## src/rtl/reg_sup_pkg.sv

```systemverilog
package reg_sup_pkg;
  typedef enum logic [2:0] {
    ST_OFF   = 3'd0,
    ST_RAMP  = 3'd1,
    ST_REG   = 3'd2,
    ST_PASS  = 3'd3,
    ST_FAULT = 3'd4
  } sup_state_e;
endpackage

```

## src/rtl/sup_us_timer.sv

```systemverilog
module sup_us_timer #(
  parameter int unsigned LIMIT = 1000
) (
  input  logic clk_i,
  input  logic rst_ni,
  input  logic clr_i,
  input  logic tick_i,
  output logic done_o
);
  localparam int unsigned W = (LIMIT > 1) ? $clog2(LIMIT) : 1;
  localparam logic [W-1:0] LAST = W'(LIMIT - 1);

  logic [W-1:0] cnt_q;

  always_ff @(posedge clk_i or negedge rst_ni) begin
    if (!rst_ni)                       cnt_q <= '0;
    else if (clr_i)                    cnt_q <= '0;
    else if (tick_i && cnt_q != LAST)  cnt_q <= cnt_q + 1'b1;
  end

  assign done_o = tick_i && !clr_i && (cnt_q == LAST);

  AST_TIMER_NEEDS_TICK: assert property (@(posedge clk_i) disable iff (!rst_ni)
    (!clr_i && !tick_i) |=> $stable(cnt_q));
endmodule

```

## src/rtl/sup_ot_latch.sv

```systemverilog
module sup_ot_latch (
  input  logic clk_i,
  input  logic rst_ni,
  input  logic hot_i,
  input  logic cool_i,
  output logic ot_active_o
);
  logic ot_q;

  // trip flag wins over the cool flag
  always_ff @(posedge clk_i or negedge rst_ni) begin
    if (!rst_ni)     ot_q <= 1'b0;
    else if (hot_i)  ot_q <= 1'b1;
    else if (cool_i) ot_q <= 1'b0;
  end

  assign ot_active_o = ot_q | hot_i;

  AST_OT_HOLDS: assert property (@(posedge clk_i) disable iff (!rst_ni)
    (ot_active_o && !cool_i) |=> ot_active_o);
endmodule

```

## src/rtl/sup_fsm.sv

```systemverilog
module sup_fsm
  import reg_sup_pkg::*;
(
  input  logic       clk_i,
  input  logic       rst_ni,
  input  logic       en_i,
  input  logic       protect_i,
  input  logic       oc_done_i,
  input  logic       ss_done_i,
  input  logic       retry_done_i,
  input  logic       vout_ok_i,
  input  logic       pt_req_i,
  output sup_state_e state_o
);
  sup_state_e state_q, state_d;

  always_comb begin
    state_d = state_q;
    if (!en_i) begin
      state_d = ST_OFF;
    end else begin
      unique case (state_q)
        ST_OFF: begin
          if (protect_i)     state_d = ST_FAULT;
          else if (pt_req_i) state_d = ST_PASS;
          else               state_d = ST_RAMP;
        end
        ST_RAMP: begin
          if (protect_i || oc_done_i || ss_done_i) state_d = ST_FAULT;
          else if (pt_req_i)                       state_d = ST_PASS;
          else if (vout_ok_i)                      state_d = ST_REG;
        end
        ST_REG: begin
          if (protect_i || oc_done_i) state_d = ST_FAULT;
          else if (pt_req_i)          state_d = ST_PASS;
        end
        ST_PASS: begin
          if (protect_i)     state_d = ST_FAULT;
          else if (!pt_req_i) state_d = ST_RAMP;
        end
        ST_FAULT: begin
          if (retry_done_i) state_d = pt_req_i ? ST_PASS : ST_RAMP;
        end
        default: state_d = ST_OFF;
      endcase
    end
  end

  always_ff @(posedge clk_i or negedge rst_ni) begin
    if (!rst_ni) state_q <= ST_OFF;
    else         state_q <= state_d;
  end

  assign state_o = state_q;

  AST_EN_LOW_OFF: assert property (@(posedge clk_i) disable iff (!rst_ni)
    !en_i |=> state_q == ST_OFF);
  AST_RAMP_TIMEOUT: assert property (@(posedge clk_i) disable iff (!rst_ni)
    (en_i && state_q == ST_RAMP && ss_done_i) |=> state_q == ST_FAULT);
  AST_OC_TRIP: assert property (@(posedge clk_i) disable iff (!rst_ni)
    (en_i && oc_done_i && (state_q == ST_RAMP || state_q == ST_REG)) |=> state_q == ST_FAULT);
  AST_PROTECT_TRIP: assert property (@(posedge clk_i) disable iff (!rst_ni)
    (en_i && protect_i && state_q != ST_FAULT) |=> state_q == ST_FAULT);
  AST_RETRY_EXIT: assert property (@(posedge clk_i) disable iff (!rst_ni)
    (en_i && state_q == ST_FAULT && retry_done_i) |=> (state_q == ST_RAMP || state_q == ST_PASS));
  AST_PASS_HOLD: assert property (@(posedge clk_i) disable iff (!rst_ni)
    (en_i && state_q == ST_PASS && !protect_i && pt_req_i) |=> state_q == ST_PASS);
endmodule

```

## src/rtl/sup_out_dec.sv

```systemverilog
module sup_out_dec
  import reg_sup_pkg::*;
(
  input  sup_state_e state_i,
  output logic       sw_en_o,
  output logic       ss_ramp_o,
  output logic       pt_sw_o,
  output logic       dis_en_o,
  output logic       pg_pd_no_o,
  output logic       pg_hiz_o
);
  always_comb begin
    sw_en_o    = 1'b0;
    ss_ramp_o  = 1'b0;
    pt_sw_o    = 1'b0;
    dis_en_o   = 1'b0;
    pg_pd_no_o = 1'b0;
    pg_hiz_o   = 1'b0;
    unique case (state_i)
      ST_OFF:   begin dis_en_o = 1'b1; pg_pd_no_o = 1'b1; pg_hiz_o = 1'b1; end
      ST_RAMP:  begin sw_en_o = 1'b1; ss_ramp_o = 1'b1; end
      ST_REG:   begin sw_en_o = 1'b1; pg_pd_no_o = 1'b1; end
      ST_PASS:  begin pt_sw_o = 1'b1; pg_pd_no_o = 1'b1; end
      ST_FAULT: ;
      default:  begin dis_en_o = 1'b1; pg_pd_no_o = 1'b1; pg_hiz_o = 1'b1; end
    endcase
  end
endmodule

```

## src/rtl/reg_supervisor.sv

```systemverilog
module reg_supervisor
  import reg_sup_pkg::*;
#(
  parameter int unsigned SS_LIMIT_US = 1000,
  parameter int unsigned OC_LIMIT_US = 700,
  parameter int unsigned RETRY_US    = 30000
) (
  input  logic clk_i,
  input  logic rst_ni,
  input  logic tick_i,
  input  logic en_i,
  input  logic uvlo_i,
  input  logic ot_hot_i,
  input  logic ot_cool_i,
  input  logic ilim_i,
  input  logic vout_ok_i,
  input  logic pt_req_i,
  input  logic fpwm_req_i,
  output logic sw_en_o,
  output logic ss_ramp_o,
  output logic pt_sw_o,
  output logic dis_en_o,
  output logic pg_pd_no_o,
  output logic pg_hiz_o,
  output logic fpwm_o
);
  sup_state_e state;
  logic ot_active, protect;
  logic ss_done, oc_done, retry_done;
  logic ss_clr, oc_clr, retry_clr, oc_watch;

  sup_ot_latch u_ot (
    .clk_i       (clk_i),
    .rst_ni      (rst_ni),
    .hot_i       (ot_hot_i),
    .cool_i      (ot_cool_i),
    .ot_active_o (ot_active)
  );

  assign protect   = uvlo_i | ot_active;
  assign oc_watch  = (state == ST_RAMP) || (state == ST_REG);
  assign ss_clr    = !(en_i && state == ST_RAMP);
  assign oc_clr    = !(en_i && oc_watch && ilim_i);
  assign retry_clr = !(en_i && state == ST_FAULT && !protect);

  sup_us_timer #(.LIMIT(SS_LIMIT_US)) u_ss_tmr (
    .clk_i (clk_i), .rst_ni (rst_ni), .clr_i (ss_clr),
    .tick_i (tick_i), .done_o (ss_done)
  );

  sup_us_timer #(.LIMIT(OC_LIMIT_US)) u_oc_tmr (
    .clk_i (clk_i), .rst_ni (rst_ni), .clr_i (oc_clr),
    .tick_i (tick_i), .done_o (oc_done)
  );

  sup_us_timer #(.LIMIT(RETRY_US)) u_retry_tmr (
    .clk_i (clk_i), .rst_ni (rst_ni), .clr_i (retry_clr),
    .tick_i (tick_i), .done_o (retry_done)
  );

  sup_fsm u_fsm (
    .clk_i        (clk_i),
    .rst_ni       (rst_ni),
    .en_i         (en_i),
    .protect_i    (protect),
    .oc_done_i    (oc_done),
    .ss_done_i    (ss_done),
    .retry_done_i (retry_done),
    .vout_ok_i    (vout_ok_i),
    .pt_req_i     (pt_req_i),
    .state_o      (state)
  );

  sup_out_dec u_dec (
    .state_i    (state),
    .sw_en_o    (sw_en_o),
    .ss_ramp_o  (ss_ramp_o),
    .pt_sw_o    (pt_sw_o),
    .dis_en_o   (dis_en_o),
    .pg_pd_no_o (pg_pd_no_o),
    .pg_hiz_o   (pg_hiz_o)
  );

  assign fpwm_o = fpwm_req_i & ~pt_req_i;

  AST_OFF_OUTPUTS: assert property (@(posedge clk_i) disable iff (!rst_ni)
    !en_i |=> (dis_en_o && pg_hiz_o && pg_pd_no_o && !sw_en_o && !pt_sw_o));
  AST_FAULT_QUIET: assert property (@(posedge clk_i) disable iff (!rst_ni)
    (en_i && uvlo_i) |=> (!dis_en_o && !pg_pd_no_o && !sw_en_o && !pt_sw_o));
endmodule

```

## config.mk

```make
export PLATFORM = sky130hd
export DESIGN_NAME = reg_supervisor
export DESIGN_NICKNAME = d
export VERILOG_FILES = /design/src/rtl/reg_sup_pkg.sv /design/src/rtl/sup_us_timer.sv /design/src/rtl/sup_ot_latch.sv /design/src/rtl/sup_fsm.sv /design/src/rtl/sup_out_dec.sv /design/src/rtl/reg_supervisor.sv
export SDC_FILE = /design/constraint.sdc
export NUM_CORES = 1
export LEC_CHECK = 0
export CAP_MARGIN = 20
export CORE_ASPECT_RATIO = 1.2
export CORE_UTILIZATION = 50
export CTS_CLUSTER_DIAMETER = 150
export DETAILED_ROUTE_END_ITERATION = 7
export DONT_BUFFER_PORTS = 1
export SKIP_LAST_GASP = 1
export SYNTH_ARGS = -nofsm -noshare
export SYNTH_HDL_FRONTEND = slang
export SYNTH_SLANG_ARGS = --single-unit
```

## constraint.sdc

```tcl
create_clock -name clk_i -period 4.4 [get_ports clk_i]
set_input_delay 0.66 -clock clk_i [delete_from_list [all_inputs] [get_ports clk_i]]
set_output_delay 0.66 -clock clk_i [all_outputs]
set_load 0.005 [all_outputs]
```

### Yosys cells after proc, flatten, opt, wreduce, memory -nomap -nowiden

Index checks and enable logic that the tools add are counted.

* register bits: 39
* input bits: 11
* output and inout port bits: 7
* word-level logic and storage cells: 78

* add/subtract/negate cells: 3
* equality and inequality tests: 17
* mux-type cells: 25
* bitwise operators: 4
* reductions and logical operators: 24

Operators by type and width (number)
* 2-to-1 mux 10 bit: 4
* 2-to-1 mux 15 bit: 2
* 2-to-1 mux 3 bit: 10
* adder 10 x 1 -> 10 bit, second input constant: 2
* equality test 10 bit, second input constant: 2
* != test 10 bit, second input constant: 2
* adder 15 x 1 -> 15 bit, second input constant: 1
* equality test 15 bit, second input constant: 1
* != test 15 bit, second input constant: 1
* case mux 3 bit (5 select lines): 1
* logical AND 1 bit: 14
* 2-to-1 mux 1 bit: 7
* equality test 3 x 2 -> 1 bit, second input constant: 2
* != test 2 x 1 -> 1 bit, second input constant: 3
* != test 5 x 4 -> 1 bit, second input constant: 1
* != test 4 x 3 -> 1 bit, second input constant: 1
* != test 4 bit, second input constant: 1
* AND reduction 4 bit: 1
* OR reduction 2 bit: 2
* OR reduction 4 bit: 1
* equality test 3 x 1 -> 1 bit, second input constant: 1
* equality test 3 bit, second input constant: 1
* zero test 3 bit: 1
* logical OR 1 bit: 3
* other kinds (7): 8

### Depth between registers and ports, before layout

Gate-level depths: netlist of run 1.

* depth after elaboration: 11
* depth in mapped cells: 7
* depth with buffers taken out: 6

### By module

A second synthesis of run 1 with hierarchy kept.

* cells, all modules: 261
* area, all modules: 2532.4 sq um

By module, submodules not included
* sup_us_timer (u_retry_tmr): times used 1, cells an instance 83, area each 874.6 sq um, seq. area each 375.4 sq um
* sup_us_timer (u_oc_tmr): times used 1, cells an instance 64, area each 611.8 sq um, seq. area each 250.2 sq um
* sup_us_timer (u_ss_tmr): times used 1, cells an instance 63, area each 601.8 sq um, seq. area each 250.2 sq um
* sup_fsm: times used 1, cells an instance 31, area each 280.3 sq um, seq. area each 75.1 sq um
* sup_out_dec: times used 1, cells an instance 9, area each 65.1 sq um, seq. area each 0.0 sq um
* reg_supervisor: times used 1, cells an instance 7, area each 55.1 sq um, seq. area each 0.0 sq um
* sup_ot_latch: times used 1, cells an instance 4, area each 43.8 sq um, seq. area each 25.0 sq um

### Worst setup path after synthesis of run 1

OpenSTA, ideal clock, no wires.

* path kind: reg-to-reg
* start: register u_ss_tmr.cnt_q[0]
* end: register u_fsm.state_q[0] (netlist: u_fsm.state_o[0])
* setup time: 0.096 ns
* arrival time: 1.799 ns
* data required time: 4.304 ns
* slack: 2.506 ns
* stages on the path, launching flop included: 7
* buffers on the path: 0
* cell sequence: dfrtp_1 -> ha_1 -> nand4b_1 -> nor4b_1 -> o32ai_1 -> a32o_1 -> o32ai_2

* cells in the longest elaborated chain, start to end: 6

RTL lines
* from (decl): line sup_us_timer.sv:13 `logic [W-1:0] cnt_q;`
* from (signal assigned): line sup_us_timer.sv:18 `else if (tick_i && cnt_q != LAST) cnt_q <= cnt_q + 1'b1;`
* equality test 10 bit *: line sup_us_timer.sv:21 `assign done_o = tick_i && !clr_i && (cnt_q == LAST);`
* logical AND 1 bit *: line sup_us_timer.sv:21
* logical OR 1 bit *: line sup_fsm.sv:29 `if (protect_i || oc_done_i || ss_done_i) state_d = ST_FAULT;`
* 2-to-1 mux 3 bit: line sup_fsm.sv:29
* case mux 3 bit (5 select lines): line sup_fsm.sv:22 `unique case (state_q)`
* 2-to-1 mux 3 bit: line sup_fsm.sv:19 `if (!en_i) begin`
* to (signal assigned): line sup_fsm.sv:51 `else state_q <= state_d;`
* to (decl): line sup_fsm.sv:15 `sup_state_e state_q, state_d;`

Every way passes the cells marked *; elsewhere a longest branch is shown, timed or not.
A chain may end at the register's enable or synchronous reset.

### Final worst setup path of run 1

Same ends and word-level chain as after synthesis.

==> key figures, run 1 <==
Cells and area
  • Footprint of the flip-flops and latches: about 980 sq um
  • Share of post-route cells with drive strength above 1: 0.06719
  • Area growth, synth to finish: 5.223%
  • Footprint of the multi-input gates: roughly 1300 sq um
  • Area of all placed cells without fillers: 2445 sq um
  • Ant diodes: 0
  • Total Nets Final: between 200 and 300
  • Number of filler instances in the final layout: 423

Detailed routing
  • Iteration-0 DRC Markers: 117
  • Number of nets with antenna violations after detailed routing: 0
  • Total length of routed wires: about 4400 um
  • DRC violations left: 0
  • First-pass iteration count of the detailed router: 4
  • WL per Instance: ~14 um
  • Detail-routed via count per cell: between 5 and 6
  • Total vias in the final route: ~1,800

STA
  • Share of the clock period used by the worst path after layout: 0.5277
  • Final number of hold-violating endpoints: 0
  • Transition time of the tightest slew-check pin: around 0.77 ns
  • RSZ-0062 raised after global routing: no
  • Final Critical Period: 2.322 ns
  • Total setup violations reported at the end of the flow: 0
  • Worst-case clock skew: about 0.011 ns
  • Achievable clock frequency: 0.4307 GHz
  • Worst slew margin relative to its limit: 0.4860
  • Setup_tns: 0 ns
  • Final Max Tran Viols: 0

Synthesis
  • Synthesized instance count: 253
  • EDFF count, synth: 0
  • Xor and xnor fraction of the mapped netlist area: 0.1093
  • Main combinational cell family by area after synthesis: simple AND/OR/NAND/NOR gates
  • Multiplexer share of the synthesized area: 0.01292
  • Fraction of registers with async set or reset after synthesis: 1.000
  • Dominant synthesized flop cell: dfrtp_1
  • Synth cell count leaders: 42 x nor2_1, 39 x dfrtp_1, 23 x xnor2_1, 21 x nand2_1, 11 x nand3_1
  • Fraction of the mapped netlist area in simple logic gates: 0.2746
  • Syn_area_per_cell: 9.184 sq um
  • Compound-Gate Fraction of Synth Area: 0.1314
  • Adder and majority cell fraction of the synthesized area: 0.01616
  • Proportion of netlist area held by the largest area contributor: 0.4200
  • Main area contributors after synthesis: dfrtp_1 42%, xnor2_1 8.7%, nor2_1 6.8%
  • Most frequent cell after synthesis: nor2_1
  • Mapped cell area: between 2000 and 2500 sq um
  • Count of unique library cells instantiated by Yosys: 55
  • Net count after synthesis: 267
  • Number of warnings issued by yosys: 0
  • Sequential-to-total area share from yosys stat: 0.4200
  • Top cell type by total area after synthesis: dfrtp_1
  • Total of flip-flops plus latches after synthesis: 39

Setup path
  • Master of the slowest instance on the critical path: nor4b_1
  • R2R cell count: 6
  • CP Data Arrival Time: ~2.5 ns
  • Endpoint class of the critical path: register
  • Cell-by-cell listing of the critical path: ha_1 -> nand4b_1 -> nor4b_1 -> o32ai_1 -> a32o_1 -> o32ai_2
  • Crit path launch type: register
  • Required time at the endpoint of the critical path: between 4 and 5 ns
  • Delay of the slowest cell on the worst path: 0.62 ns
  • Largest fanout on the critical path: 4
  • Startpoint-to-endpoint class of the critical path: reg -> reg

Place
  • Post-placement cell area: 2356 sq um
  • Last weighted congestion value of the routability-driven placer: 0.7782
  • DP HPWL: 3098 um
  • Quantity of I/O buffers inserted on ports: 0

Clock tree
  • Clock latency on the worst-skew pair: 0.29 ns
  • Maximum level of the CTS H-tree: 2
  • Count of instances resized after the clock tree is built: 0
  • Number of clock buffers inserted by TritonCTS: 5
  • Clk slew on worst S/H paths: roughly 0.080 ns
  • Sink Count: 39
  • Post-CTS setup repair buffer count: 0
  • Master cell of the clock root buffer: clkbuf_8
  • CTS Hold Bufs: 0
  • TritonCTS clock tree: done
  • Clock tree buffer depth: 2

Global route
  • Pin count of the biggest net entering global routing: 40
  • First-pass GRT wire length: 7845 um
  • Antenna violations before repair: 0
  • All-Layer GR Usage: 0.2030
  • Total gr overflow: 0
  • Vias in the first global route: around 1,700

Pwr
  • Max rail drop VDD: between 0.15 and 0.2 mV
  • Pwr Density: about 260 nW/um^2
  • Leakage component of the power: a little under 0.9 nW

Floorplan
  • Top-Level Pins: 18
  • Die outline width: roughly 64 um
  • Area enclosed by the die boundary: 4925 sq um
  • Die boundary height: 76.68 um
  • Site Rows: 26
  • Floorplan Core Area: 4359 sq um
  • Starting Density: 0.5330

Hold path
  • Worst Hold Class: in -> async

Status
  • Result of the run: finished clean

Job
  • Count of maximum capacitance violations: 0
[placed cells by master (no fill, tap or decap), types with 2 or more instances in the layout]
master and n:
nand3b_1 2, o21ai_0 3, clkinvlp_4 2, nor4b_1 2, nand3_1 11, nand4_1 7
nand4bb_1 2, a32o_1 2, o211ai_1 3, nor2_1 42, mux2i_1 3, nor4_1 7
nor3_1 9, nand2_1 21, nand4b_1 3, a21oi_1 8, clkbuf_8 5, xnor2_1 23
dfrtp_1 39, ha_1 3, xor2_1 6, or3_1 2, inv_1 10, and3_1 4
nand2b_1 3, a211oi_1 2
[area by class of cell]
type	instances	share of cell area
sequential	39	0.3992
clock buffer	5	0.02815
multi-input combinational	195	0.5174
timing repair buffer	1	0.003071
inverter	10	0.01535
clock inverter	3	0.008188
tap	56	0.02866
[where the power goes]
group          internal [mW]  switching (mW)  total (mW)
Sequential             0.361         0.00806       0.369
Combinational         0.0172          0.0235      0.0407
Clock                  0.110           0.127       0.238
Total                  0.488           0.159       0.647
[worst paths after layout]
check                                                    end                           from  slack (ns)
min in group clk_i                     u_ot.ot_q$_DFFE_PN0P_                       ot_hot_i        0.46
hold / removal             u_retry_tmr.cnt_q[12]$_DFFE_PN0P_                         rst_ni        0.05
hold reg to reg                        u_ot.ot_q$_DFFE_PN0P_          u_ot.ot_q$_DFFE_PN0P_        0.54
max in group asynchronous   u_retry_tmr.cnt_q[8]$_DFFE_PN0P_                         rst_ni        4.26
setup reg to reg                u_fsm.state_o[0]$_DFFE_PN0P_  u_ss_tmr.cnt_q[0]$_DFFE_PN0P_        2.08
setup / recovery                u_fsm.state_o[0]$_DFFE_PN0P_  u_ss_tmr.cnt_q[0]$_DFFE_PN0P_        2.08
[per-layer routing]
| layer | global-route usage | vias up | routed length, um |
|---|---|---|---|
| met4 | 0.06444 | 0 | 44 |
| met1 | 0.2668 | 822 | 2169 |
| met5 | 0 | - | 0 |
| met3 | 0.04464 | 6 | 134 |
| met2 | 0.3309 | 24 | 2048 |
| li1 | - | 901 | - |
[stage by stage]
step / total power [mW] / hold WS (ns) / utilization / std cells / setup WS (ns)
final: 0.6473 / 0.05250 / 0.5609 / 309 / 2.078
after global routing: 0.6789 / 0.03485 / 0.5609 / 309 / 1.834
after CTS: 0.6594 / 0.04077 / 0.5609 / 309 / 2.046
after detailed placement: 0.4166 / 0.3653 / 0.5405 / 301 / 2.074
after global placement: 0.4170 / 0.3652 / 0.5405 / 301 / 2.073
after floorplan: 0.4160 / 0.3644 / - / 253 / 2.506
[kinds of logic (layout without fill, tap and decap cells)]
family | after synthesis | count (layout)
buffers and inverters | 19 | 19
AOI/OAI and AO/OA | 36 | 36
and+or+nand+nor | 124 | 124
adders and majority gates | 3 | 3
DFF | 39 | 39
xor gates and xnor gates | 29 | 29
muxes | 3 | 3
[critical path, delay by kind of cell (launching register included)]
kind / cells / cell delay (ns)
and+or+nand+nor: 2 / 0.80
AOI/OAI and AO/OA: 3 / 0.79
DFF: 1 / 0.40
adders and majority gates: 1 / 0.24
[registers in the layout, indices dropped and copies added (netlist names)]
name,flops
u_ot.ot_q,1
u_oc_tmr.cnt_q,10
u_fsm.state_o,3
u_ss_tmr.cnt_q,10
u_retry_tmr.cnt_q,15
(Power assumes the default switching activity.)
==> run 2, diff against run 1 <==
==> constraint.sdc (replaced) <==
create_clock -name clk_i -period 2.2 [get_ports clk_i]
set_input_delay 0.33 -clock clk_i [delete_from_list [all_inputs] [get_ports clk_i]]
set_output_delay 0.33 -clock clk_i [all_outputs]
set_load 0.005 [all_outputs]
==> run 2 against run 1 <==
Net effect:
- sequential power increased by 98%
- hold slack better by 0.071 ns
- core utilization is 3.1 points higher
- global-route usage is 0.61 points higher
- register-to-register slack worse by 1.9 ns
- final area up 5.6%
- sequential share of layout area is 2.1 points lower
- power rose by 130%
- clock power increased to 2.6 times the previous value
- combinational power rose to 3.1 times the previous value
- setup slack worse by 1.9 ns
- non-clock buffer count up 13
- critical path type unchanged
- critical endpoint unchanged
- largest power group unchanged
==> key figures, run 2 (synthesis results as in run 1) <==
Detailed routing
  • Total length of routed wires: 4737 um (+7.8%)
  • First-pass iteration count of the detailed router: 4 (unchanged)
  • Detail-routed via count per cell: 5.755 (+1.4%)
  • Total vias in the final route: 1,853 (+5.7%)
  • WL per Instance: 14.71 um (+3.4%)
  • Iteration-0 DRC Markers: 137 (+17%)
  • Number of nets with antenna violations after detailed routing: 0 (unchanged)
  • DRC violations left: 0 (unchanged)

STA
  • Worst slew margin relative to its limit: 0.7134 (+0.2273)
  • Final number of hold-violating endpoints: 0 (unchanged)
  • Transition time of the tightest slew-check pin: 0.4260 ns (-0.3403 ns)
  • Setup_tns: 0 ns (unchanged)
  • Total setup violations reported at the end of the flow: 0 (unchanged)
  • Achievable clock frequency: 0.4905 GHz (+14%)
  • RSZ-0062 raised after global routing: no
  • Worst-case clock skew: 0.01373 ns (+0.003152 ns)
  • Share of the clock period used by the worst path after layout: 0.9267 (+0.3990)
  • Final Max Tran Viols: 0 (unchanged)
  • Final Critical Period: 2.039 ns (-0.2831 ns)

Floorplan
  • Site Rows: 26 (unchanged)
  • Die outline width: 64.23 um (unchanged)
  • Area enclosed by the die boundary: 4925 sq um (unchanged)
  • Floorplan Core Area: 4359 sq um (unchanged)
  • Top-Level Pins: 18 (unchanged)
  • Starting Density: 0.5330 (unchanged)
  • Die boundary height: 76.68 um (unchanged)

Global route
  • Total gr overflow: 0 (unchanged)
  • Vias in the first global route: 1,769 (+1.4%)
  • First-pass GRT wire length: 7976 um (+1.7%)
  • Antenna violations before repair: 0 (unchanged)
  • All-Layer GR Usage: 0.2091 (+0.006083)
  • Pin count of the biggest net entering global routing: 40 (unchanged)

Cells and area
  • Most used cells in the layout excluding fill and tap cells: 42 x nor2_1, 39 x dfrtp_1, 23 x xnor2_1, 21 x nand2_1, 12 x buf_4
  • Register ranked first by flip-flop count: u_retry_tmr.cnt_q
  • Most common library cell in the layout ignoring fill and taps: nor2_1
  • Flip-flop count of the largest register after layout: 15 (unchanged)
  • Number of filler instances in the final layout: 407 (-3.8%)
  • Total Nets Final: 279 (+4.9%)
  • Largest regs: u_retry_tmr.cnt_q x15, u_oc_tmr.cnt_q x10, u_ss_tmr.cnt_q x10
  • Share of post-route cells with drive strength above 1: 0.1090 (+0.04183)
  • Area growth, synth to finish: 11.09%
  • Ant diodes: 0 (unchanged)

Clock tree
  • Post-CTS setup repair buffer count: 0 (unchanged)
  • Master cell of the clock root buffer: clkbuf_8
  • TritonCTS clock tree: done
  • Clk slew on worst S/H paths: 0.08 ns (about the same)
  • Clock tree buffer depth: 2 (unchanged)
  • Clock latency on the worst-skew pair: 0.30 ns (about the same)
  • Number of clock buffers inserted by TritonCTS: 5 (unchanged)
  • Maximum level of the CTS H-tree: 2 (unchanged)
  • Sink Count: 39 (unchanged)

Setup path
  • CP Data Arrival Time: 2.25 ns (-0.27 ns)
  • Startpoint-to-endpoint class of the critical path: reg -> reg
  • Crit path launch type: register
  • Largest fanout on the critical path: 4 (unchanged)
  • Required time at the endpoint of the critical path: 2.41 ns (-2.19 ns)
  • Endpoint class of the critical path: register

Job
  • Count of maximum capacitance violations: 0 (unchanged)

Pwr
  • Leakage component of the power: 0.9799 nW (+9.8%)
  • Max rail drop VDD: 0.4689 mV (+190%)
  • Pwr Density: 566.3 nW/um^2 (+110%)
  • Total chip power: 1.462 mW (+130%)

Hold path
  • Worst Hold Class: in -> reg

Place
  • Last weighted congestion value of the routability-driven placer: 0.8089 (+3.9%)
  • DP HPWL: 3309 um (+6.8%)
  • Quantity of I/O buffers inserted on ports: 0 (unchanged)

Status
  • Result of the run: finished clean
## run 2: cell types whose count changed in the layout (fill, tap and decap cells not counted), sizes merged
cell | before | now
buf | 1 | 13
clkinvlp | 2 | 0
dlygate4sd3 | 0 | 1
clkinv | 1 | 2
bufinv | 0 | 1
## run 2: final timing paths
path	from	end	slack [ns]	cells past startpoint
max in group asynchronous	rst_ni	u_oc_tmr.cnt_q[1]$_DFFE_PN0P_	1.50	2
hold / removal	ot_hot_i	u_ot.ot_q$_DFFE_PN0P_	0.12	1
min in group asynchronous	rst_ni	u_retry_tmr.cnt_q[3]$_DFFE_PN0P_	0.50	2
setup reg to reg	u_ss_tmr.cnt_q[0]$_DFFE_PN0P_	u_fsm.state_o[0]$_DFFE_PN0P_	0.16	7
hold reg to reg	u_ot.ot_q$_DFFE_PN0P_	u_ot.ot_q$_DFFE_PN0P_	0.53	1
setup / recovery	u_ss_tmr.cnt_q[0]$_DFFE_PN0P_	u_fsm.state_o[0]$_DFFE_PN0P_	0.16	7
## run 2: per-stage QoR
stage                     std cells  hold slack, ns  utilization  worst slack [ns]  instance area [sq um]
after floorplan                 253         0.03441            -            0.3057                   2323
after global placement          312         0.03516       0.5594            0.2776                   2439
after detailed placement        312         0.03535       0.5594            0.2124                   2439
after CTS                       322          0.1184       0.5921            0.1705                   2581
after global routing            322          0.1248       0.5921           0.01027                   2581
final                           322          0.1235       0.5921            0.1613                   2581
## run 2: repair_timing
action / in CTS / in global routing
resized for setup: 0 / 0
endpoints found under the hold margin: 39 / 0
hold buffers: 2 / 0
## run 2: layout make-up
type | instances | area, sq um | share of cell area
repair buffers | 14 | 120.1 | 0.04653
clock inverters | 3 | 43.79 | 0.01697
flip-flops and latches | 39 | 975.9 | 0.3781
inverters | 10 | 37.54 | 0.01454
clock buffers | 5 | 68.82 | 0.02666
multi-input cells | 195 | 1265 | 0.4901
well taps | 56 | 70.07 | 0.02714
## run 2: metal layers
metal	vias up	routed length [um]	GRT usage
met1	883	2196	0.2587
met3	6	205	0.04762
met4	0	63	0.06667
met2	40	2272	0.3574
li1	924	-	-
met5	-	0	0
## run 2: power by group
part	switching, mW	internal [mW]
clock network	0.270	0.338
logic	0.0734	0.0513
registers	0.00757	0.722
## run 2: worst max-delay path: stages, from the launching register on
cell and delay [ns]:
dfrtp_1 0.41, ha_1 0.24, nand4b_1 0.18, nor4b_1 0.36, buf_4 0.18, o32ai_1 0.08
a32o_1 0.26, o32ai_2 0.25
==> run 3, diff against run 2 <==
--- a/config.mk
+++ b/config.mk
@@ -5,6 +5,7 @@
 export SDC_FILE = /design/constraint.sdc
 export NUM_CORES = 1
 export LEC_CHECK = 0
+export ABC_AREA = 1
 export CAP_MARGIN = 20
 export CORE_ASPECT_RATIO = 1.2
 export CORE_UTILIZATION = 50
==> constraint.sdc (replaced) <==
create_clock -name clk_i -period 2.5 [get_ports clk_i]
set_input_delay 0.375 -clock clk_i [delete_from_list [all_inputs] [get_ports clk_i]]
set_output_delay 0.375 -clock clk_i [all_outputs]
set_load 0.005 [all_outputs]
==> run 3 against run 2 <==
Net effect:
- critical path depth is 5 higher
- setup slack better by 0.58 ns
- routed wire length is 7.5% higher
- clock-buffer cell count is 3 higher
- critical endpoint is now u_retry_tmr.cnt_q[5]$_DFFE_PN0P_
==> key figures, run 3 <==
Synthesis
  • Sequential-to-total area share from yosys stat: 0.3988 (-0.02126)
  • Proportion of netlist area held by the largest area contributor: 0.3988 (-0.02126)
  • Dominant synthesized flop cell: dfrtp_1
  • Main area contributors after synthesis: dfrtp_1 40%, nand2_1 12%, nor2_1 7.2%
  • Top cell type by total area after synthesis: dfrtp_1
  • Synth cell count leaders: 77 x nand2_1, 47 x nor2_1, 43 x inv_1, 39 x dfrtp_1, 27 x nand3_1
  • Most frequent cell after synthesis: nand2_1
  • Syn_area_per_cell: 7.094 sq um (-23%)
  • EDFF count, synth: 0 (unchanged)
  • Number of warnings issued by yosys: 0 (unchanged)
  • Synthesized instance count: 345 (+36%)
  • Total of flip-flops plus latches after synthesis: 39 (unchanged)
  • Fraction of registers with async set or reset after synthesis: 1.000 (unchanged)
  • Count of unique library cells instantiated by Yosys: 34 (-38%)
  • Mapped cell area: 2447 sq um (+5.3%)
  • Net count after synthesis: 359 (+34%)

Setup path
  • CP Data Arrival Time: 1.99 ns (-0.26 ns)
  • Endpoint class of the critical path: register
  • Crit Reg-Reg Startpoint: u_retry_tmr.cnt_q[1]$_DFFE_PN0P_
  • Crit path launch type: register
  • Startpoint-to-endpoint class of the critical path: reg -> reg
  • Crit path launch: u_retry_tmr.cnt_q[1]$_DFFE_PN0P_
  • Required time at the endpoint of the critical path: 2.73 ns (+0.32 ns)
  • Largest fanout on the critical path: 15 (+11)

Cells and area
  • Area growth, synth to finish: 7.004%
  • Number of filler instances in the final layout: 482 (+18%)
  • Flip-flop count of the largest register after layout: 15 (unchanged)
  • Share of post-route cells with drive strength above 1: 0.09687 (-0.01216)
  • Largest regs: u_retry_tmr.cnt_q x15, u_oc_tmr.cnt_q x10, u_ss_tmr.cnt_q x10
  • Most used cells in the layout excluding fill and tap cells: 77 x nand2_1, 47 x nor2_1, 43 x inv_1, 39 x dfrtp_1, 27 x nand3_1
  • Footprint of the multi-input gates: 1245 sq um (-1.6%)
  • Total Nets Final: 364 (+30%)
  • Register ranked first by flip-flop count: u_retry_tmr.cnt_q
  • Footprint of the flip-flops and latches: 975.9 sq um (unchanged)
  • Ant diodes: 0 (unchanged)
  • Most common library cell in the layout ignoring fill and taps: nand2_1

Global route
  • Vias in the first global route: 2,102 (+19%)
  • All-Layer GR Usage: 0.2236 (+0.01448)
  • Pin count of the biggest net entering global routing: 40 (unchanged)
  • Antenna violations before repair: 0 (unchanged)
  • Total gr overflow: 0 (unchanged)
  • First-pass GRT wire length: 8997 um (+13%)

Floorplan
  • Floorplan Core Area: 4662 sq um (+6.9%)
  • Area enclosed by the die boundary: 5180 sq um (+5.2%)
  • Die boundary height: 78.64 um (+2.6%)
  • Top-Level Pins: 18 (unchanged)
  • Starting Density: 0.5250 (-0.008048)
  • Site Rows: 27 (+3.8%)
  • Die outline width: 65.87 um (+2.5%)

Detailed routing
  • Detail-routed via count per cell: 5.389 (-6.4%)
  • First-pass iteration count of the detailed router: 4 (unchanged)
  • WL per Instance: 12.45 um (-15%)
  • Total vias in the final route: 2,204 (+19%)
  • Iteration-0 DRC Markers: 119 (-13%)
  • DRC violations left: 0 (unchanged)
  • Total length of routed wires: 5091 um (+7.5%)
  • Number of nets with antenna violations after detailed routing: 0 (unchanged)

Hold path
  • Worst Hold Class: in -> reg
  • Critical hold path startpoint: ot_cool_i

STA
  • Total setup violations reported at the end of the flow: 0 (unchanged)
  • Worst-case clock skew: 0.009036 ns (-0.004696 ns)
  • Share of the clock period used by the worst path after layout: 0.7041 (-0.2226)
  • Achievable clock frequency: 0.5681 GHz (+16%)
  • Final number of hold-violating endpoints: 0 (unchanged)
  • Worst slew margin relative to its limit: 0.6635 (-0.04982)
  • Setup_tns: 0 ns (unchanged)
  • RSZ-0062 raised after global routing: no
  • Final Critical Period: 1.760 ns (-0.2785 ns)
  • Transition time of the tightest slew-check pin: 0.5008 ns (+0.07480 ns)
  • Final Max Tran Viols: 0 (unchanged)
  • Final WS setup: 0.7398 ns (+0.5785 ns)

Clock tree
  • Maximum level of the CTS H-tree: 2 (unchanged)
  • Number of clock buffers inserted by TritonCTS: 5 (unchanged)
  • Clock latency on the worst-skew pair: 0.29 ns (about the same)
  • Clock tree buffer depth: 2 (unchanged)
  • TritonCTS clock tree: done
  • Clk slew on worst S/H paths: 0.08 ns (about the same)
  • Master cell of the clock root buffer: clkbuf_8
  • Sink Count: 39 (unchanged)
  • Post-CTS setup repair buffer count: 0 (unchanged)

Place
  • DP HPWL: 3760 um (+14%)
  • Post-placement setup slack: 0.7405 ns (+0.5281 ns)
  • Last weighted congestion value of the routability-driven placer: 0.8272 (+2.3%)
  • Quantity of I/O buffers inserted on ports: 0 (unchanged)

Status
  • Result of the run: finished clean

Pwr
  • Pwr Density: 584.6 nW/um^2 (+3.2%)
  • Leakage component of the power: 1.123 nW (+15%)
  • Total chip power: 1.531 mW (+4.7%)
  • Max rail drop VDD: 0.4409 mV (-6.0%)

Job
  • Count of maximum capacitance violations: 0 (unchanged)
==> run 3: cell count changes after synthesis, moves of 6 or more <==
cell,before,now
a21oi_1,8,19
xor2_1,6,0
nand4_1,7,14
inv_1,10,43
nor3_1,9,16
nor4_1,7,1
o21ai_0,3,14
inv_2,0,8
nand3_1,11,27
nand2_1,21,77
xnor2_1,23,1
==> run 3: critical path, stage by stage (launching register included) <==
cell     delay (ns)
dfrtp_1        0.40
ha_1           0.22
nand3_2        0.14
nor2_1         0.06
nand3_1        0.09
nand2_2        0.13
nand2_4        0.18
nand2_1        0.07
nor2_1         0.17
nand2_1        0.07
nand2_1        0.06
inv_1          0.04
nor2_1         0.07
==> run 3: area by class of cell <==
| class | instances | area share |
|---|---|---|
| tap | 58 | 0.02771 |
| clock buffer | 8 | 0.03822 |
| sequential | 39 | 0.3727 |
| timing repair buffer | 2 | 0.01147 |
| inverter | 52 | 0.07453 |
| multi-input combinational | 250 | 0.4754 |
==> run 3: cells by family after synthesis <==
logic type / Yosys count / synth area share
simple gates: 202 / 0.3942
buf+inv: 56 / 0.09253
compound gates: 44 / 0.09561
flops: 39 / 0.3988
fa+ha+maj: 3 / 0.01534
xor+xnor: 1 / 0.003579
==> run 3: path summary, 6_finish.rpt <==
path / endpoint / slack, ns / depth (start not counted)
max in group asynchronous: u_oc_tmr.cnt_q[1]$_DFFE_PN0P_ / 1.76 / 2
worst min register to register: u_oc_tmr.cnt_q[0]$_DFFE_PN0P_ / 0.51 / 1
min in group asynchronous: u_retry_tmr.cnt_q[14]$_DFFE_PN0P_ / 0.55 / 2
worst max-delay path: u_retry_tmr.cnt_q[5]$_DFFE_PN0P_ / 0.74 / 12
worst max register to register: u_retry_tmr.cnt_q[5]$_DFFE_PN0P_ / 0.74 / 12
worst min-delay path: u_ot.ot_q$_DFFE_PN0P_ / 0.18 / 1
==> run 3: routing by layer <==
| metal | share of wire | global-route usage |
|---|---|---|
| met1 | 0.47 | 0.2774 |
| met2 | 0.49 | 0.3735 |
| met3 | 0.028 | 0.05087 |
| met4 | 0.017 | 0.07826 |
| met5 | 0 | 0 |
==> run 3: where the power goes <==
| part | switching [mW] | internal (mW) | total, mW | leakage [nW] |
|---|---|---|---|---|
| clock network | 0.218 | 0.252 | 0.470 | 0.0515 |
| registers | 0.0335 | 0.661 | 0.695 | 0.539 |
| logic | 0.253 | 0.114 | 0.367 | 0.532 |
==> run 3: through the flow <==
stage / hold WS (ns) / utilization / cells / cell area, sq um
final: 0.1751 / 0.5617 / 409 / 2619
after CTS: 0.1659 / 0.5617 / 409 / 2619
after detailed placement: 0.08028 / 0.5338 / 399 / 2489
after global routing: 0.1737 / 0.5617 / 409 / 2619
after floorplan: 0.07941 / - / 345 / 2447
after global placement: 0.08015 / 0.5338 / 399 / 2489
==> run 3: what timing repair did <==
action                                 4_1_cts  5_1_grt
hold buffers                                 2        0
setup endpoints to repair                    0        0
endpoints found under the hold margin       39        0
gates resized for setup                      0        0
